<file path="src/rtl/intc_pkg.sv">
package intc_pkg;

    localparam int VEC_W    = 16;
    localparam int VEC_BASE = 3;
    localparam int VEC_STEP = 8;
    localparam int IDX_W    = 8;

    typedef struct packed {
        logic             valid;
        logic             hi;
        logic [IDX_W-1:0] idx;
    } grant_t;

    // number of set bits of m below position s
    function automatic int rank_below(logic [31:0] m, int s);
        int n;
        n = 0;
        for (int k = 0; k < 32; k++) begin
            if (k < s && m[k]) n++;
        end
        return n;
    endfunction

    function automatic int count_ones(logic [31:0] m, int width);
        return rank_below(m, width);
    endfunction

    function automatic logic [VEC_W-1:0] vec_of(logic [IDX_W-1:0] idx);
        return VEC_W'(VEC_BASE + VEC_STEP * int'(idx));
    endfunction

endpackage

</file>
<file path="src/rtl/intc_ext_edge.sv">
module intc_ext_edge (
    input  logic clk,
    input  logic rst,
    input  logic pin,
    input  logic rise_sel,
    input  logic clr,
    output logic pend
);
    logic s1, s2, prev;
    logic hit;

    always_ff @(posedge clk) begin
        if (rst) begin
            s1   <= 1'b0;
            s2   <= 1'b0;
            prev <= 1'b0;
        end else begin
            s1   <= pin;
            s2   <= s1;
            prev <= s2;
        end
    end

    always_comb begin
        if (rise_sel) hit = s2 & ~prev;
        else          hit = ~s2 & prev;
    end

    always_ff @(posedge clk) begin
        if (rst)      pend <= 1'b0;
        else if (hit) pend <= 1'b1;
        else if (clr) pend <= 1'b0;
    end
endmodule

</file>
<file path="src/rtl/intc_int_flag.sv">
module intc_int_flag (
    input  logic clk,
    input  logic rst,
    input  logic evt,
    input  logic ack_hit,
    output logic pend
);
    always_ff @(posedge clk) begin
        if (rst)          pend <= 1'b0;
        else if (evt)     pend <= 1'b1;
        else if (ack_hit) pend <= 1'b0;
    end
endmodule

</file>
<file path="src/rtl/intc_arbiter.sv">
module intc_arbiter
    import intc_pkg::*;
#(
    parameter int NUM_SRC = 5
) (
    input  logic [NUM_SRC-1:0] pend,
    input  logic [NUM_SRC-1:0] en,
    input  logic [NUM_SRC-1:0] hi,
    input  logic               glob_en,
    input  logic               svc_hi,
    input  logic               svc_lo,
    output grant_t             grant
);
    logic [NUM_SRC-1:0] elig;
    logic               hv, lv;
    logic [IDX_W-1:0]   hidx, lidx;

    assign elig = glob_en ? (pend & en) : '0;

    always_comb begin
        hv   = 1'b0;
        lv   = 1'b0;
        hidx = '0;
        lidx = '0;
        // descending scan: the lowest index is written last and wins
        for (int i = NUM_SRC - 1; i >= 0; i--) begin
            if (elig[i] && hi[i]) begin
                hv   = 1'b1;
                hidx = IDX_W'(i);
            end
            if (elig[i] && !hi[i]) begin
                lv   = 1'b1;
                lidx = IDX_W'(i);
            end
        end
        grant = '0;
        if (hv) begin
            grant.valid = ~svc_hi;
            grant.hi    = 1'b1;
            grant.idx   = hidx;
        end else if (lv) begin
            grant.valid = ~svc_hi & ~svc_lo;
            grant.hi    = 1'b0;
            grant.idx   = lidx;
        end
    end
endmodule

</file>
<file path="src/rtl/intc_level_track.sv">
module intc_level_track (
    input  logic clk,
    input  logic rst,
    input  logic take_hi,
    input  logic take_lo,
    input  logic ret,
    output logic svc_hi,
    output logic svc_lo
);
    always_ff @(posedge clk) begin
        if (rst) begin
            svc_hi <= 1'b0;
            svc_lo <= 1'b0;
        end else begin
            if (take_hi)     svc_hi <= 1'b1;
            else if (ret && svc_hi) svc_hi <= 1'b0;
            if (take_lo)     svc_lo <= 1'b1;
            else if (ret && !svc_hi) svc_lo <= 1'b0;
        end
    end
endmodule

</file>
<file path="src/rtl/intc_top.sv">
module intc_top
    import intc_pkg::*;
#(
    parameter int          NUM_SRC  = 5,
    parameter logic [31:0] EXT_MASK = 32'h0000_0005,
    localparam int         NUM_EXT  = count_ones(EXT_MASK, NUM_SRC),
    localparam int         NUM_INT  = NUM_SRC - NUM_EXT
) (
    input  logic               clk,
    input  logic               rst,
    input  logic [NUM_EXT-1:0] ext_pin,
    input  logic [NUM_EXT-1:0] ext_rise,
    input  logic [NUM_EXT-1:0] ext_clr,
    output logic [NUM_EXT-1:0] ext_pend,
    input  logic [NUM_INT-1:0] int_evt,
    output logic [NUM_INT-1:0] int_pend,
    input  logic [NUM_SRC-1:0] src_en,
    input  logic [NUM_SRC-1:0] src_hi,
    input  logic               glob_en,
    output logic               irq_req,
    output logic [VEC_W-1:0]   irq_vec,
    input  logic               irq_ack,
    input  logic               irq_ret,
    output logic               in_svc_hi,
    output logic               in_svc_lo
);
    logic [NUM_SRC-1:0] pend_all;
    logic [NUM_SRC-1:0] ack_hot;
    grant_t             grant;
    logic               accept;

    assign accept = irq_ack & grant.valid;

    always_comb begin
        ack_hot = '0;
        for (int i = 0; i < NUM_SRC; i++) begin
            if (accept && grant.idx == IDX_W'(i)) ack_hot[i] = 1'b1;
        end
    end

    for (genvar s = 0; s < NUM_SRC; s++) begin : g_src
        if (EXT_MASK[s]) begin : g_ext
            localparam int E = rank_below(EXT_MASK, s);
            intc_ext_edge u_edge (
                .clk      (clk),
                .rst      (rst),
                .pin      (ext_pin[E]),
                .rise_sel (ext_rise[E]),
                .clr      (ext_clr[E]),
                .pend     (ext_pend[E])
            );
            assign pend_all[s] = ext_pend[E];
        end else begin : g_int
            localparam int K = s - rank_below(EXT_MASK, s);
            intc_int_flag u_flag (
                .clk     (clk),
                .rst     (rst),
                .evt     (int_evt[K]),
                .ack_hit (ack_hot[s]),
                .pend    (int_pend[K])
            );
            assign pend_all[s] = int_pend[K];
        end
    end

    intc_arbiter #(.NUM_SRC(NUM_SRC)) u_arb (
        .pend    (pend_all),
        .en      (src_en),
        .hi      (src_hi),
        .glob_en (glob_en),
        .svc_hi  (in_svc_hi),
        .svc_lo  (in_svc_lo),
        .grant   (grant)
    );

    intc_level_track u_lvl (
        .clk     (clk),
        .rst     (rst),
        .take_hi (accept & grant.hi),
        .take_lo (accept & ~grant.hi),
        .ret     (irq_ret),
        .svc_hi  (in_svc_hi),
        .svc_lo  (in_svc_lo)
    );

    assign irq_req = grant.valid;
    assign irq_vec = vec_of(grant.idx);
endmodule

</file>
<file path="config.mk">
export PLATFORM = sky130hd
export DESIGN_NAME = intc_top
export DESIGN_NICKNAME = d
export VERILOG_FILES = /design/src/rtl/intc_pkg.sv /design/src/rtl/intc_ext_edge.sv /design/src/rtl/intc_int_flag.sv /design/src/rtl/intc_arbiter.sv /design/src/rtl/intc_level_track.sv /design/src/rtl/intc_top.sv
export SDC_FILE = /design/constraint.sdc
export NUM_CORES = 1
export LEC_CHECK = 0
export CELL_PAD_IN_SITES_DETAIL_PLACEMENT = 1
export CELL_PAD_IN_SITES_GLOBAL_PLACEMENT = 1
export CORE_MARGIN = 2
export CORE_UTILIZATION = 26
export DETAILED_ROUTE_END_ITERATION = 16
export PLACE_DENSITY_LB_ADDON = 0.1
export SLEW_MARGIN = 25
export SYNTH_ARGS = -nofsm -noshare
export SYNTH_HDL_FRONTEND = slang
export SYNTH_SLANG_ARGS = --single-unit
</file>
<file path="constraint.sdc">
create_clock -name clk -period 2.4 [get_ports clk]
set_clock_uncertainty 0.15 [all_clocks]
set_input_delay 0.36 -clock clk [delete_from_list [all_inputs] [get_ports clk]]
set_output_delay 0.36 -clock clk [all_outputs]
set_load 0.05 [all_outputs]
</file>
**Word-level counts from Yosys, hierarchy flattened**

Cells that the tools add are included.

- Memory bits (writable): 0
- Memories kept: 0
- Register bits after elaboration: 13
- Bits in latches: 0
- Logic and storage cells: 103
- Bits in read-only memories: 0
- Output and inout bits: 24

- Reduce and logical (&&, ||, !) cells: 28
- $add $sub $neg: 1
- Shifts and indexed selects: 0
- Eq/ne operators: 3
- Divide/modulo/power cells: 0
- Multipliers: 0
- Mux-type cells: 42
- Order comparisons: 0
- Bitwise operators: 16

Operators with widths:

| operator | number |
|---|---|
| $mux 3 | 10 |
| $mux 1 | 29 |
| $mux 10 | 2 |
| $logic_and 1x1->1 | 15 |
| $reduce_bool 2->1 | 7 |
| $add 2x11->12 const A | 1 |
| $and 1x1->1 | 8 |
| $eq 8x1->1 const B | 1 |
| $eq 8x2->1 const B | 1 |
| $eq 8x3->1 const B | 1 |
| $not 1->1 | 7 |
| $logic_not 1->1 | 6 |
| $and 5x5->5 | 1 |
| $mux 5 | 1 |

**Logic depth before layout (Yosys ltp)**

- Word-level depth: 15
- Gate-level depth with buffers: 7
- Depth with buffers taken out: 6

**Cells and area by module**

Synthesis repeated with hierarchy kept, for this count alone.

- Cells, all modules: 99
- Area, all modules: 855.8 sq um

By module, submodules not included:

| module | cells each | times used | sequential area each (sq um) | area an instance (sq um) |
|---|---|---|---|---|
| intc_arbiter | 37 | 1 | 0.0 | 260.2 |
| intc_ext_edge | 11 | 2 | 80.1 | 127.6 |
| intc_top | 20 | 1 | 0.0 | 145.1 |
| intc_int_flag | 4 | 3 | 20.0 | 38.8 |
| intc_level_track | 8 | 1 | 40.0 | 78.8 |

**Least setup slack after synthesis**

Ideal clock, no wire load.

- Path kind: input port to flip-flop
- From: input port glob_en
- To: register g_src[1].g_int.u_flag.pend
- Stages on the path: 7
- Data arrival time: 2351 ps
- Required time: 2046 ps
- Path slack: -305 ps
- Setup time: 204 ps
- Cell sequence: buf_6 nand4_1 o21ai_0 o21ai_0 nand2_1 a21boi_0 a41oi_1

- Cells in the longest elaborated chain, start to end: 13
- Elaborated cells between the ends (all ways): 38

RTL lines:

| item | line | text |
|---|---|---|
| start, declared | intc_top.sv:19 | `input logic glob_en,` |
| $mux 5 (*) | intc_arbiter.sv:18 | `assign elig = glob_en ? (pend & en) : '0;` |
| $logic_and 1x1->1 | intc_arbiter.sv:31 | `if (elig[i] && !hi[i]) begin` |
| $mux 1 / $mux 3 (equally long branches) (5 in a row) | intc_arbiter.sv:31 |  |
| $mux 10 | intc_arbiter.sv:41 | `end else if (lv) begin` |
| $mux 10 (*) | intc_arbiter.sv:37 | `if (hv) begin` |
| $eq 8x1->1 / $and 1x1->1 (equally long branches) | intc_top.sv:37, intc_top.sv:32 |  |
| $logic_and 1x1->1 (*) | intc_top.sv:37 | `if (accept && grant.idx == IDX_W'(i)) ack_hot[i] = 1'b1;` |
| $mux 1 (*) | intc_top.sv:37 |  |
| $reduce_bool 2->1 (no line) (*) | -- |  |
| end signal, assigned | intc_int_flag.sv:9 | `if (rst) pend <= 1'b0;` |
| end signal, assigned | intc_int_flag.sv:10 | `else if (evt) pend <= 1'b1;` |
| end signal, assigned | intc_int_flag.sv:11 | `else if (ack_hit) pend <= 1'b0;` |
| end, declared | intc_int_flag.sv:6 | `output logic pend` |

Mark *: on every way between the ends. The rest lies on a longest branch, timed or not.
A chain may end at the register's enable or synchronous reset.

**Worst setup path in the final report**

- From: input port src_en[3]
- To: output port irq_req

- Cells in the longest elaborated chain, start to end: 9
- Elaborated cells between the ends (all ways): 14

RTL lines:

| item | line | text |
|---|---|---|
| start, declared | intc_top.sv:17 | `input logic [NUM_SRC-1:0] src_en,` |
| $and 5x5->5 (*) | intc_arbiter.sv:18 |  |
| $mux 5 (*) | intc_arbiter.sv:18 |  |
| $logic_and 1x1->1 | intc_arbiter.sv:31 |  |
| $mux 1 (4 in a row) | intc_arbiter.sv:31 |  |
| $mux 10 | intc_arbiter.sv:41 |  |
| $mux 10 (*) | intc_arbiter.sv:37 |  |
| end, declared | intc_top.sv:20 | `output logic irq_req,` |

Marks and branches as above.

==> out/metrics.yaml <==
synth_edf_count: 0
rows: 20
hold_buffers: 0
clockBufferDepth: 2
worst-path-max-fanout: 3
relSlewSlack: 0.667
hold_viol: 0
vias_per_cell: 4.33
start_util: 0.275
clkTransAtPathRegs_ns: 0.07
drtIter0Drc: 21
first_pass_iters: 3
io_pins: 48
cts_sinks: 13
synthFlopType: "dfxtp_1"
status: "completed"
ys_warn_count: 0
io_buffers: 34
diodes: 0
rsz0062_at_grt: "no"
grt_max_degree: 14
place_congestion: 0.753
root_buffer: "clkbuf_4"
yosysTopAreaCellShare: 0.310
cp.arrival_ns: 1.79
ys_ff_latch: 13
worstReg2RegEnd: "g_src[3].g_int.u_flag.pend"
dieArea_sq_um: 3700
rr_worst_depth: 8
die_h_microns: 60.9
post_synth_num_cell_types: 36
critical_path_class: "in2out"
mappedNetlistArea_sq_um: 841
cts_made_buffers: 3
cp_num_buf_inv: 3
ff_latch_area_sq_um: 260
synthTopCellsByArea: "dfxtp_1 (31%), buf_4 (16%), nor2b_1 (4.5%)"
multiInputGateArea_sq_um: 480
overflow: 0
async_flop_share: 0
crit_slowest_cell: "clkdlybuf4s50_1"
worst_pin_slew_ns: 0.498
final-max-slew-violation-count: 0
cp_cell_sequence: "clkdlybuf4s50_1 > nand3_2 > o22ai_4 > buf_4 > o21ai_2 > a31oi_2 > buf_12"
grt_use_total: 0.127
synth_most_common_cell: "buf_4"
num_vias: 801
rrSetupSlack_ns: 0.38
coreArea_sq_um: 3050
grt_pass1_wl_mm: 3.48
finalCritPeriodShare: 0.959
wl_mm: 2.10
n_fill_cell: 391
setup_slack_ns: 0.0978
p_total_uw: 590
final_cells: 185
fmax_mhz: 434
utilization: 0.439
synth_top_cells_by_count: "buf_4 (18), dfxtp_1 (13), nor2b_1 (6)"
critPathLaunchType: "input pin"
irDropWorstVdd_v: 0.000281
required_ns: 1.89
drc: 0
ant_nets: 0
htreeDepth: 1
cts_tree: "built"
worstSkewPairLatency_ns: 0.26
synth_cells: 96
antenna_found_initial: 0
hold_path_end: "g_src[0].g_ext.u_edge.s2"
area_growth_pct: 59.4
hold_depth: 1
hold_start: "g_src[0].g_ext.u_edge.s1"
setup_viol: 0
nets: 166
wl_per_cell_microns: 11.4
final_layout_size_suffix_gt1_frac: 0.262
ys_seq_area_frac: 0.310
worst_setup_path_end_kind: "output port"
slowest_delay_ns: 0.52
grt_pass1_vias: 773
hold_path_class: "reg2reg"
place_inst: 175
chipWidth_microns: 60.9
period_needed_ns: 2.30
syn_avg_cell_area_sq_um: 8.76
drv_cap: 0
synth_area_leader_cell: "dfxtp_1"
cp_top_family: "buffers and inverters"
p_leak_nw: 0.534
reg2reg_from: "g_src[2].g_ext.u_edge.pend"
dp_hpwl_mm: 1.71
power_density_nw_per_um2: 440
dp_slack_ns: -0.0998
[stage by stage]
| stage | hold slack [ns] | instance area, sq um | TNS [ns] |
|---|---|---|---|
| 2_1_floorplan | 0.264 | 882 | 0 |
| 3_3_place_gp | 0.270 | 1240 | -0.186 |
| 3_5_place_dp | 0.280 | 1240 | -0.361 |
| 4_1_cts | 0.298 | 1320 | 0 |
| 5_1_grt | 0.319 | 1340 | 0 |
| 6_report | 0.293 | 1340 | 0 |
[where the power goes]
group / internal, mW / switching [mW] / leakage [nW]
logic: 0.0979 / 0.131 / 0.412
registers: 0.226 / 0.00873 / 0.107
clock network: 0.0642 / 0.0624 / 0.0150
total: 0.388 / 0.202 / 0.534
[layout by cell type (no fill, tap or decap), drive strengths merged, types with 3 or more instances in the layout]
cell type      synthesis  layout
nand3b                 3       3
nor2b                  6       6
nand3                  4       4
a31oi                  3       3
clkdlybuf4s50          0      29
conb                   2      13
o21ai                  4       4
clkbuf                 1       4
dfxtp                 13      13
nand4                  5       5
nand2                  3       3
buf                   19      20
inv                    5       5
nor2                   5       5
[cell families after synthesis]
kind of cell,Yosys count,synth area share
simple gates,36,0.278
buf+inv,25,0.201
compound gates,20,0.202
flops,13,0.310
other cells,2,0.00893
[sequential cells by signal (all words and copies together), names as in the netlist]
signal                   count
u_lvl.svc_hi                 1
g_src.g_ext.u_edge.prev      2
g_src.g_ext.u_edge.s1        2
g_src.g_int.u_flag.pend      3
u_lvl.svc_lo                 1
g_src.g_ext.u_edge.pend      2
g_src.g_ext.u_edge.s2        2
[repair_timing]
item                                    in CTS  in global routing
gates cloned                                 0                  0
setup buffers                                3                  3
gates resized for setup                      7                  2
pin swaps                                    2                  2
endpoints found under the setup margin       4                  3
[worst reg2reg max path, stage by stage, from the launching register on]
cell	delay (ns)
dfxtp_1	0.41
nand4_1	0.18
and4_4	0.22
buf_4	0.14
buf_4	0.12
buf_4	0.13
a311oi_4	0.23
nor4b_2	0.24
nor3_1	0.08
[routing by layer]
metal  routed length (microns)  vias to the layer above  GRT usage
li1                          -                      409          -
met1                       937                      365      0.163
met2                       972                       25      0.198
met3                       177                        2     0.0341
met4                        16                        0     0.0559
met5                         0                        -          0
[worst max-delay path by stage]
| stage | startpoint | endpoint | slack (ns) | cells past startpoint |
|---|---|---|---|---|
| floorplan | glob_en | g_src[1].g_int.u_flag.pend | 0.12 | 7 |
| global placement | glob_en | g_src[3].g_int.u_flag.pend | -0.05 | 9 |
| detailed placement | glob_en | irq_vec[3] | -0.1 | 8 |
| CTS | src_en[1] | irq_vec[3] | 0.04 | 7 |
| global route | src_hi[2] | g_src[3].g_int.u_flag.pend | 0.01 | 9 |
| finish | src_en[3] | irq_req | 0.1 | 7 |
[area by class of cell]
cell class / count / area share
multi-input combinational: 69 / 0.359
sequential: 13 / 0.194
inverter: 5 / 0.0140
clock buffer: 4 / 0.0196
timing repair buffer: 50 / 0.373
tap: 44 / 0.0411
No activity file was read; power rests on OpenSTA's default activity.
